<file path="config.mk">
export PLATFORM = sky130hd
export DESIGN_NAME = wdog_event_timer
export DESIGN_NICKNAME = d
export VERILOG_FILES = /design/src/rtl/wdog_event_timer.sv
export SDC_FILE = /design/constraint.sdc
export NUM_CORES = 1
export LEC_CHECK = 0
export ABC_AREA = 1
export BUFFER_PORTS_ARGS = -buffer_cell sky130_fd_sc_hd__buf_2
export CAP_MARGIN = 20
export CELL_PAD_IN_SITES_DETAIL_PLACEMENT = 1
export CELL_PAD_IN_SITES_GLOBAL_PLACEMENT = 2
export CORE_ASPECT_RATIO = 0.6
export CORE_MARGIN = 1.5
export CORE_UTILIZATION = 36
export CTS_BUF_LIST = sky130_fd_sc_hd__clkbuf_4 sky130_fd_sc_hd__clkbuf_8
export DETAILED_ROUTE_END_ITERATION = 6
export PLACE_DENSITY = 0.87
export SLEW_MARGIN = 0
export SYNTH_ARGS = -nofsm -noshare
export SYNTH_HDL_FRONTEND = slang
export SYNTH_SLANG_ARGS = --single-unit
export TNS_END_PERCENT = 20
</file>
<file path="constraint.sdc">
create_clock -name clk -period 4 [get_ports clk]
set_input_delay 0 -clock clk [delete_from_list [all_inputs] [get_ports clk]]
set_output_delay 0 -clock clk [all_outputs]
set_load 0.01 [all_outputs]
</file>
<file path="src/rtl/wdog_event_timer.sv">
module wdog_event_timer #(
  parameter int SEC_PER_MIN = 60,
  parameter bit OUT_INVERT  = 1'b0
) (
  input  logic       clk,
  input  logic       rst_n,
  input  logic       wr_en,
  input  logic [1:0] addr,
  input  logic [7:0] wr_data,
  output logic [7:0] rd_data,
  input  logic       sec_tick,
  input  logic       game_evt,
  input  logic       kbd_evt,
  input  logic       mouse_evt,
  input  logic       kbc_force,
  output logic       wdt_out,
  output logic       irq_pulse,
  output logic [3:0] irq_num,
  output logic       led_out
);

  localparam int PW = $clog2(SEC_PER_MIN + 1);
  localparam logic [1:0] A_UNITS = 2'd0;
  localparam logic [1:0] A_TMO   = 2'd1;
  localparam logic [1:0] A_CFG   = 2'd2;
  localparam logic [1:0] A_CTRL  = 2'd3;

  logic [7:0]    units_q, tmo_q, cnt_q;
  logic [3:0]    map_q;
  logic [2:0]    evt_en_q;
  logic          led_en_q, ext_en_q, status_q, kbc_q, led_q, irq_q;
  logic [PW-1:0] pre_q;

  logic wr_units, wr_tmo, wr_cfg, wr_ctrl;
  logic reload, force_evt, clear, unit_tick, dec, expire, min_strobe;

  assign wr_units = wr_en && addr == A_UNITS;
  assign wr_tmo   = wr_en && addr == A_TMO;
  assign wr_cfg   = wr_en && addr == A_CFG;
  assign wr_ctrl  = wr_en && addr == A_CTRL;

  assign reload     = (wr_cfg && wr_data[3]) || |(evt_en_q & {mouse_evt, kbd_evt, game_evt})
                      || (wr_tmo && wr_data != 8'd0);
  assign force_evt  = (wr_ctrl && wr_data[2]) || (ext_en_q && kbc_force && !kbc_q);
  assign clear      = (wr_ctrl && wr_data[0]) || reload || (wr_tmo && wr_data == 8'd0);
  assign min_strobe = sec_tick && pre_q == PW'(SEC_PER_MIN - 1);
  assign unit_tick  = units_q[7] ? sec_tick : min_strobe;
  assign dec        = tmo_q != 8'd0 && !status_q && unit_tick && cnt_q != 8'd0;
  assign expire     = force_evt || (!reload && !wr_tmo && dec && cnt_q == 8'd1);

  always_ff @(posedge clk or negedge rst_n) begin
    if (!rst_n) begin
      units_q  <= 8'h80;
      tmo_q    <= 8'd0;
      cnt_q    <= 8'd0;
      map_q    <= 4'd0;
      evt_en_q <= 3'd0;
      led_en_q <= 1'b0;
      ext_en_q <= 1'b0;
      status_q <= 1'b0;
      kbc_q    <= 1'b0;
      led_q    <= 1'b0;
      irq_q    <= 1'b0;
      pre_q    <= '0;
    end else begin
      kbc_q <= kbc_force;
      if (wr_units) units_q <= wr_data;
      if (wr_tmo)   tmo_q   <= wr_data;
      if (wr_cfg) begin
        map_q    <= wr_data[7:4];
        evt_en_q <= wr_data[2:0];
      end
      if (wr_ctrl) begin
        led_en_q <= wr_data[1];
        ext_en_q <= wr_data[3];
      end

      if (wr_tmo)      cnt_q <= wr_data;
      else if (reload) cnt_q <= tmo_q;
      else if (dec)    cnt_q <= cnt_q - 8'd1;

      if (reload || wr_tmo) pre_q <= '0;
      else if (sec_tick)    pre_q <= min_strobe ? '0 : pre_q + 1'b1;

      if (force_evt)   status_q <= 1'b1;
      else if (clear)  status_q <= 1'b0;
      else if (expire) status_q <= 1'b1;

      irq_q <= expire && map_q != 4'd0 && map_q != 4'd2;

      if (!led_en_q)     led_q <= 1'b0;
      else if (sec_tick) led_q <= !led_q;
    end
  end

  always_comb begin
    case (addr)
      A_UNITS: rd_data = units_q;
      A_TMO:   rd_data = tmo_q;
      A_CFG:   rd_data = {map_q, 1'b0, evt_en_q};
      default: rd_data = {4'd0, ext_en_q, 1'b0, led_en_q, status_q};
    endcase
  end

  assign wdt_out   = status_q ^ OUT_INVERT;
  assign irq_pulse = irq_q;
  assign irq_num   = map_q;
  assign led_out   = led_q;


  irq_map_chk: assert property (@(posedge clk) disable iff (!rst_n)
    irq_q |-> ($past(map_q) != 4'd0 && $past(map_q) != 4'd2));


  status_hold_chk: assert property (@(posedge clk) disable iff (!rst_n)
    (status_q && !clear) |=> status_q);


  rise_cause_chk: assert property (@(posedge clk) disable iff (!rst_n)
    $rose(status_q) |-> $past(force_evt || (unit_tick && cnt_q == 8'd1)));


  disabled_cnt_chk: assert property (@(posedge clk) disable iff (!rst_n)
    (tmo_q == 8'd0 && !wr_tmo) |=> $stable(cnt_q));


  led_off_chk: assert property (@(posedge clk) disable iff (!rst_n)
    !led_en_q |=> !led_q);


  count_up_chk: assert property (@(posedge clk) disable iff (!rst_n)
    (cnt_q > $past(cnt_q)) |-> $past(reload || wr_tmo));

endmodule

</file>
==> results of run 1 <==
[repair_timing]
action / 4_1_cts / 5_1_grt
hold buffers: 6 / 0
endpoints found under the hold margin: 50 / 0
setup endpoints to repair: 0 / 0
buffers inserted: 0 / 0
[synthesized netlist by cell type]
library cell,n,area share
clkbuf_1,2,0.0031
o21ai_1,2,0.0041
nand2_1,116,0.18
o221ai_1,1,0.0036
a21oi_1,7,0.014
dfstp_2,1,0.011
a31oi_1,1,0.0025
o21ai_0,31,0.063
nor2_4,2,0.0092
inv_1,38,0.058
nor2_1,39,0.060
xor2_1,4,0.014
nand4_1,5,0.013
nand2_4,2,0.0092
buf_4,1,0.0031
ha_1,4,0.020
clkbuf_8,1,0.0056
o21ai_2,2,0.0071
o21bai_1,1,0.0031
inv_2,2,0.0031
xnor2_1,1,0.0036
nand3_2,1,0.0041
or2_2,1,0.0025
nor2_8,1,0.0081
nand3b_1,3,0.0092
dfrtp_1,42,0.43
o211ai_1,3,0.0092
nand3_1,16,0.033
a221oi_1,1,0.0036
buf_2,1,0.0020
buf_6,2,0.0092
nor2_2,1,0.0025
nor3_1,1,0.0020
[worst max-delay path: cells and delay by family, from the launching register on]
family / cells / cell delay, ns
buffers and inverters: 1 / 0.19
flip-flops: 1 / 0.41
AND/OR/NAND/NOR: 8 / 1.23
[power by group through the flow]
stage,logic (W),registers (W),clock network [W]
after CTS,0.000469,0.000613,0.000377
after global routing,0.000540,0.000625,0.000392
after global placement,0.000452,0.000617,0
final,0.000470,0.000615,0.000367
after detailed placement,0.000463,0.000621,0
after floorplan,0.000324,0.000593,0
[final cells by class]
| cell class | count | area (sq um) | share of cell area |
|---|---|---|---|
| Clock inverter | 2 | 35.0 | 0.0122 |
| Tap cell | 87 | 109 | 0.0380 |
| Timing Repair Buffer | 39 | 240 | 0.0838 |
| Clock buffer | 6 | 82.6 | 0.0288 |
| Inverter | 40 | 150 | 0.0524 |
| Multi-Input combinational cell | 246 | 1170 | 0.409 |
| Sequential cell | 43 | 1080 | 0.376 |
[cells by family after synthesis]
family / share of synthesized area
compound gates: 0.110
xor+xnor: 0.0178
fa+ha+maj: 0.0204
buf+inv: 0.0840
flops: 0.438
simple gates: 0.329
[registers in the layout, summed over array words and instances (netlist names)]
register,count
led_out,1
cnt_q,8
led_en_q,1
ext_en_q,1
kbc_q,1
tmo_q,8
units_q,8
pre_q,6
irq_num,4
irq_pulse,1
evt_en_q,3
wdt_out,1
[per-stage QoR]
step	total power [W]	worst slack, ns	hold WS (ns)	utilization	area (sq um)
final	0.00145	2.10	0.0111	0.431	2870
after global routing	0.00156	1.91	0.0248	0.431	2870
after CTS	0.00146	2.11	0.000973	0.428	2850
after detailed placement	0.00108	2.14	0.127	0.402	2670
after global placement	0.00107	2.21	0.124	0.402	2670
after floorplan	0.000917	2.65	-0.296	-	2460
[layer usage]
layer	GRT usage	vias up
met3	0.0450	4
li1	-	1135
met2	0.286	33
met4	0.0390	0
met5	0	-
met1	0.357	1092
[worst paths after layout]
kind,from,endpoint,cells past startpoint
hold / removal,wr_data[2],wdt_out,3
max in group asynchronous,rst_n,units_q[7],3
hold reg to reg,led_out,led_out,1
setup / recovery,evt_en_q[0],cnt_q[4],9
min in group asynchronous,rst_n,units_q[1],2
setup reg to reg,evt_en_q[0],cnt_q[4],9
==> impl_results.md, run 1 <==
* Status: finished clean
* Most common cell after layout, fill and taps aside: nand2_1
* Net count after synthesis at between 300 and 400
* Cell area after synthesis at ~0.0025 sq mm
* Total GRT Usage at 0.219
* Global-route wire length before repair at between 10000 and 15000 um
* Filler instances at between 800 and 900
* Drt drc at 0
* Cts bufs inserted at 5
* Port Buf Inserts at 32
* Initial Utilization at 0.370
* Max frequency at 0.526 GHz
* Worst setup SP type: flip-flop
* Skew-Pair Late Insertion Delay at around 0.31 ns
* Top Ports at 33
* Max VDD drop at 0.000195 V
* Crit Path Class: reg2reg
* P_sw at roughly 0.00056 W
* Metal-1 WL at between 4000 and 5000 um
* Starting DRT DRC Count at 107
* DP HPWL at 5700 um
* Slew @ Worst Pin at between 0.5 and 0.6 ns
* Final Hold Vio Count at 0
* Final Cycle Share at 0.475
* Via count at 2264
* Largest net degree at the start of global routing at 44
* First-pass DRT Iterations at 4
* Synth Register Bits at between 40 and 50
* Critical path's most frequent cell: nand2_1
* Antenna violations before repair at 0
* Crit-path cells: nand2_1, nand2_1, nor2_1, nand2_4, nor2_4, nand2_1, inv_1, nand2_1, nand2_1
* Internal power of the cells at 0.000890 W
* Root Buffer: clkbuf_8
* Syn Area/Cell at 7.31 sq um
* Site row count at 23
* Synth warnings at 0
* R2R setup slack at roughly 2.1 ns
* ANT cells at 0
* Met2 routed WL at approximately 2700 um
* Commonest cells after routing, fill and taps aside: nand2_1, dfrtp_1, nor2_1
* Setup TNS at 0 ns
* Die W at between 100 and 150 um
* Met3 wire len at roughly 260 um
* Top layer in use: met4
* Htree depth at 2
* Slew headroom at 0.660
* DRT Wirelength at 7290 um
* Required time worst endpoint at between 4 and 5 ns
* Pleak at 1.49 nW
* MaxCap Viol Count at 0
* Slowest stage delay, CP at 0.41 ns
* Comb power frac at 0.324
* Slowest cell on the critical path: dfrtp_1
* Post-CTS resize count at 0
* Synth cell types at 33
* Placer Congestion at 0.831
* Flop pwr share at 0.424
* Die area at between 0.007 and 0.008 sq mm
* Worst Path Max Fanout at 14
* Min Tclk post-route at about 1.9 ns
* RSZ-0062 raised after global routing: no
* Slew Viols, Final at 0
* Worst EP arrival at between 2 and 2.5 ns
* Global route overflow at 0
* Clk buf depth at 2
* Fin nets at a little under 400
* Finish-stage setup viols at 0
* Cell Count, Final, Fillers Out at between 400 and 500
* Clk pwr share at 0.253
* Power Dens Cells at about 500 mW/mm^2
* HP Class: in2reg
* Crit end category: flip-flop
* Placed Instances at about 450
* Sequential area share after synthesis at 0.438
* Die Ht at around 67 um
* WL per Instance at between 15 and 20 um
* CTS tree: built
* CTS Sinks at 43
* CTS clk-pin slew, worst paths at 0.09 ns
* Area delta synth->final at 16.7%
* Vias in the first global route at 2192
* Vias per inst at between 4 and 5
* Worst Skew at 0.00542 ns
* Sw frac at 0.387
* Mapped Cells at 336
* Layout cells sized above 1 at 0.144
* Antenna-violating nets left at 0
* Core area at about 0.0066 sq mm
No activity file was read; power rests on OpenSTA's default activity.
==> run 2: changes to the inputs <==
--- a/config.mk
+++ b/config.mk
@@ -12,10 +12,10 @@
 export CELL_PAD_IN_SITES_GLOBAL_PLACEMENT = 2
 export CORE_ASPECT_RATIO = 0.6
 export CORE_MARGIN = 1.5
-export CORE_UTILIZATION = 36
+export CORE_UTILIZATION = 30
 export CTS_BUF_LIST = sky130_fd_sc_hd__clkbuf_4 sky130_fd_sc_hd__clkbuf_8
 export DETAILED_ROUTE_END_ITERATION = 6
-export PLACE_DENSITY = 0.87
+export PLACE_DENSITY = 0.78
 export SLEW_MARGIN = 0
 export SYNTH_ARGS = -nofsm -noshare
 export SYNTH_HDL_FRONTEND = slang
==> constraint.sdc (replaced) <==
create_clock -name clk -period 1.55 [get_ports clk]
set_input_delay 0 -clock clk [delete_from_list [all_inputs] [get_ports clk]]
set_output_delay 0 -clock clk [all_outputs]
set_load 0.01 [all_outputs]
==> run 2 against run 1 <==
Clock power is 110% higher. Largest cell class unchanged. Non-clock buffer count is 28 higher. Sequential share of layout area shrank 3.3 points. Setup slack lost 2.1 ns. Critical path depth is 2 higher. Clock skew rose by 0.00065 ns. Highest routed layer unchanged. Sequential cell count is the same. Core utilization decreased by 3.4 points. Critical path type unchanged. Maximum frequency increased by 25%.
==> impl_results.md, run 2 (synthesized netlist as in run 1, its figures left out) <==
* Global route overflow at 0 (unchanged)
* Crit end category: flip-flop
* Finish-stage setup viols at 0 (unchanged)
* Slew headroom at 0.608 (-0.0518)
* Vias per inst at 4.74 (-3.1%)
* Die W at 120 um (+9.3%)
* Most common cell after layout, fill and taps aside: nand2_1
* Slowest cell on the critical path: dfrtp_1
* CTS Sinks at 43 (unchanged)
* DP HPWL at 6130 um (+7.4%)
* Vias in the first global route at 2355 (+7.4%)
* MaxCap Viol Count at 0 (unchanged)
* Largest net degree at the start of global routing at 44 (unchanged)
* Internal power of the cells at 0.00237 W (+170%)
* Worst setup SP type: flip-flop
* Max VDD drop at 0.000394 V (+100%)
* Slowest stage delay, CP at 0.40 ns (about the same)
* Pleak at 1.60 nW (+7.4%)
* Power Dens Cells at 1260 mW/mm^2 (+150%)
* Clk buf depth at 2 (unchanged)
* Crit-path cells: inv_2, ha_4, nand2_2, nor2_2, nor2_1, nand3_1, nand2_2, buf_6, nand2_1, nand2_1, nor2_1
* Tot Pwr at 0.00398 W (+170%)
* Worst Skew at 0.00607 ns (+0.000647 ns)
* Comb power frac at 0.419 (+0.095)
* Htree depth at 2 (unchanged)
* Slew Viols, Final at 0 (unchanged)
* CTS clk-pin slew, worst paths at 0.09 ns (about the same)
* CTS tree: built
* Initial Utilization at 0.311 (-0.0591)
* Required time worst endpoint at 1.76 ns (-2.49 ns)
* Status: finished clean
* Final Hold Vio Count at 0 (unchanged)
* Port Buf Inserts at 32 (unchanged)
* Placer Congestion at 0.818 (-1.6%)
* Sw frac at 0.403 (+0.0166)
* Setup TNS at 0 ns (unchanged)
* Root Buffer: clkbuf_8
* Layout cells sized above 1 at 0.248 (+0.104)
* Max frequency at 0.656 GHz (+25%)
* Top Ports at 33 (unchanged)
* Filler instances at 1001 (+18%)
* RSZ-0062 raised after global routing: yes
* Flop pwr share at 0.392 (-0.032)
* Commonest cells after routing, fill and taps aside: nand2_1, dfrtp_1, inv_1
* Cell Count, Final, Fillers Out at 512 (+11%)
* Crit Path Class: reg2reg
* Placed Instance Area at 0.00284 sq mm (+6.3%)
* WL per Instance at 15.8 um (+0.34%)
* Drt drc at 0 (unchanged)
* Antenna violations before repair at 0 (unchanged)
* Core area at 0.00791 sq mm (+19%)
* Worst EP arrival at 1.73 ns (-0.42 ns)
* Final instance area at 0.00314 sq mm (+9.6%)
* P_sw at 0.00160 W (+190%)
* Area delta synth->final at 28.0%
* Cts bufs inserted at 5 (unchanged)
* Skew-Pair Late Insertion Delay at 0.31 ns (about the same)
* Largest regs: cnt_q x8, tmo_q x8, units_q x8
* First-pass DRT Iterations at 6 (+2)
* Total GRT Usage at 0.187 (-0.0314)
* Global-route wire length before repair at 12400 um (+5.9%)
* Worst Path Max Fanout at 4 (-10)
* CP top delay family: simple AND/OR/NAND/NOR gates
* Min Tclk post-route at 1.52 ns (-0.377 ns)
* Die Ht at 73.1 um (+9.1%)
* HP Class: in2reg
* Starting DRT DRC Count at 100 (-6.5%)
* Clk pwr share at 0.189 (-0.064)
* Dpl ws at -0.0218 ns (-2.16 ns)
* Via count at 2426 (+7.2%)
* Slew @ Worst Pin at 0.588 ns (+0.0789 ns)
* Placed Instances at 488 (+8.9%)
* Die area at 0.00876 sq mm (+19%)
* Final Cycle Share at 0.984 (+0.508)
* Site row count at 25 (+8.7%)
* Final WS setup at 0.0253 ns (-2.07 ns)
* Bufs and invs on worst path at 2 (+1)
* Fin nets at 425 (+7.1%)
* ANT cells at 0 (unchanged)
* DRT Wirelength at 8090 um (+11%)
* Antenna-violating nets left at 0 (unchanged)
run 2: changes by cell type in the layout (fill, tap and decap cells not counted), moves of 2 or more:
cell	before	now
inv_1	38	35
nand2_2	0	5
dlygate4sd3_1	6	8
buf_6	0	3
inv_2	2	5
nor2_4	2	4
buf_4	0	24
ha_1	4	2
nor2_2	1	7
nand2_1	116	111
nor2_1	39	31
clkinvlp_4	0	2
run 2: repair_timing:
| action | CTS | global route |
|---|---|---|
| setup buffers | 0 | 9 |
| resized for setup | 2 | 24 |
| hold buffers | 8 | 0 |
| setup endpoints to repair | 10 | 15 |
| gates cloned | 0 | 0 |
| pin swaps | 0 | 10 |
| hold endpoints to repair | 51 | 0 |
run 2: cell type report:
cell class / count / area [sq um] / share of cell area
timing repair buffer: 67 / 454 / 0.144
sequential: 43 / 1080 / 0.343
multi-input combinational: 246 / 1240 / 0.394
clock inverter: 3 / 20.0 / 0.00637
clock buffer: 5 / 68.8 / 0.0219
tap: 108 / 135 / 0.0430
inverter: 40 / 150 / 0.0478
run 2: worst paths after layout:
| path | start | to | slack [ns] | depth (start not counted) |
|---|---|---|---|---|
| worst max-delay path | cnt_q[1] | cnt_q[2] | 0.03 | 11 |
| worst min-delay path | wr_data[0] | units_q[0] | 0.01 | 3 |
| worst max register to register | cnt_q[1] | cnt_q[2] | 0.03 | 11 |
| worst min register to register | led_out | led_out | 0.48 | 1 |
| max in group asynchronous | rst_n | cnt_q[4] | 0.81 | 3 |
| min in group asynchronous | rst_n | units_q[1] | 0.30 | 3 |
run 2: stage by stage:
stage | hold slack, ns | utilization
final | 0.0135 | 0.397
after CTS | 0.00762 | 0.381
after global routing | 0.0169 | 0.397
after floorplan | -0.296 | -
after detailed placement | 0.121 | 0.359
after global placement | 0.125 | 0.359
run 2: worst min-delay path: stages:
cell     delay (ns)
buf_2          0.14
inv_1          0.07
o21ai_0        0.08
run 2: layer usage:
| layer | wire length (um) | vias to the layer above | GRT usage |
|---|---|---|---|
| li1 | - | 1186 | - |
| met1 | 4420 | 1185 | 0.295 |
| met2 | 3200 | 45 | 0.254 |
| met3 | 377 | 10 | 0.0398 |
| met4 | 92 | 0 | 0.0476 |
| met5 | 0 | - | 0 |
run 2: power by group through the flow:
stage	clock network [W]	logic, W	registers, W
floorplan	0	0.000837	0.00153
global placement	0	0.00137	0.00155
detailed placement	0	0.00141	0.00157
CTS	0.000774	0.00144	0.00155
global route	0.000834	0.00186	0.00159
finish	0.000754	0.00167	0.00156
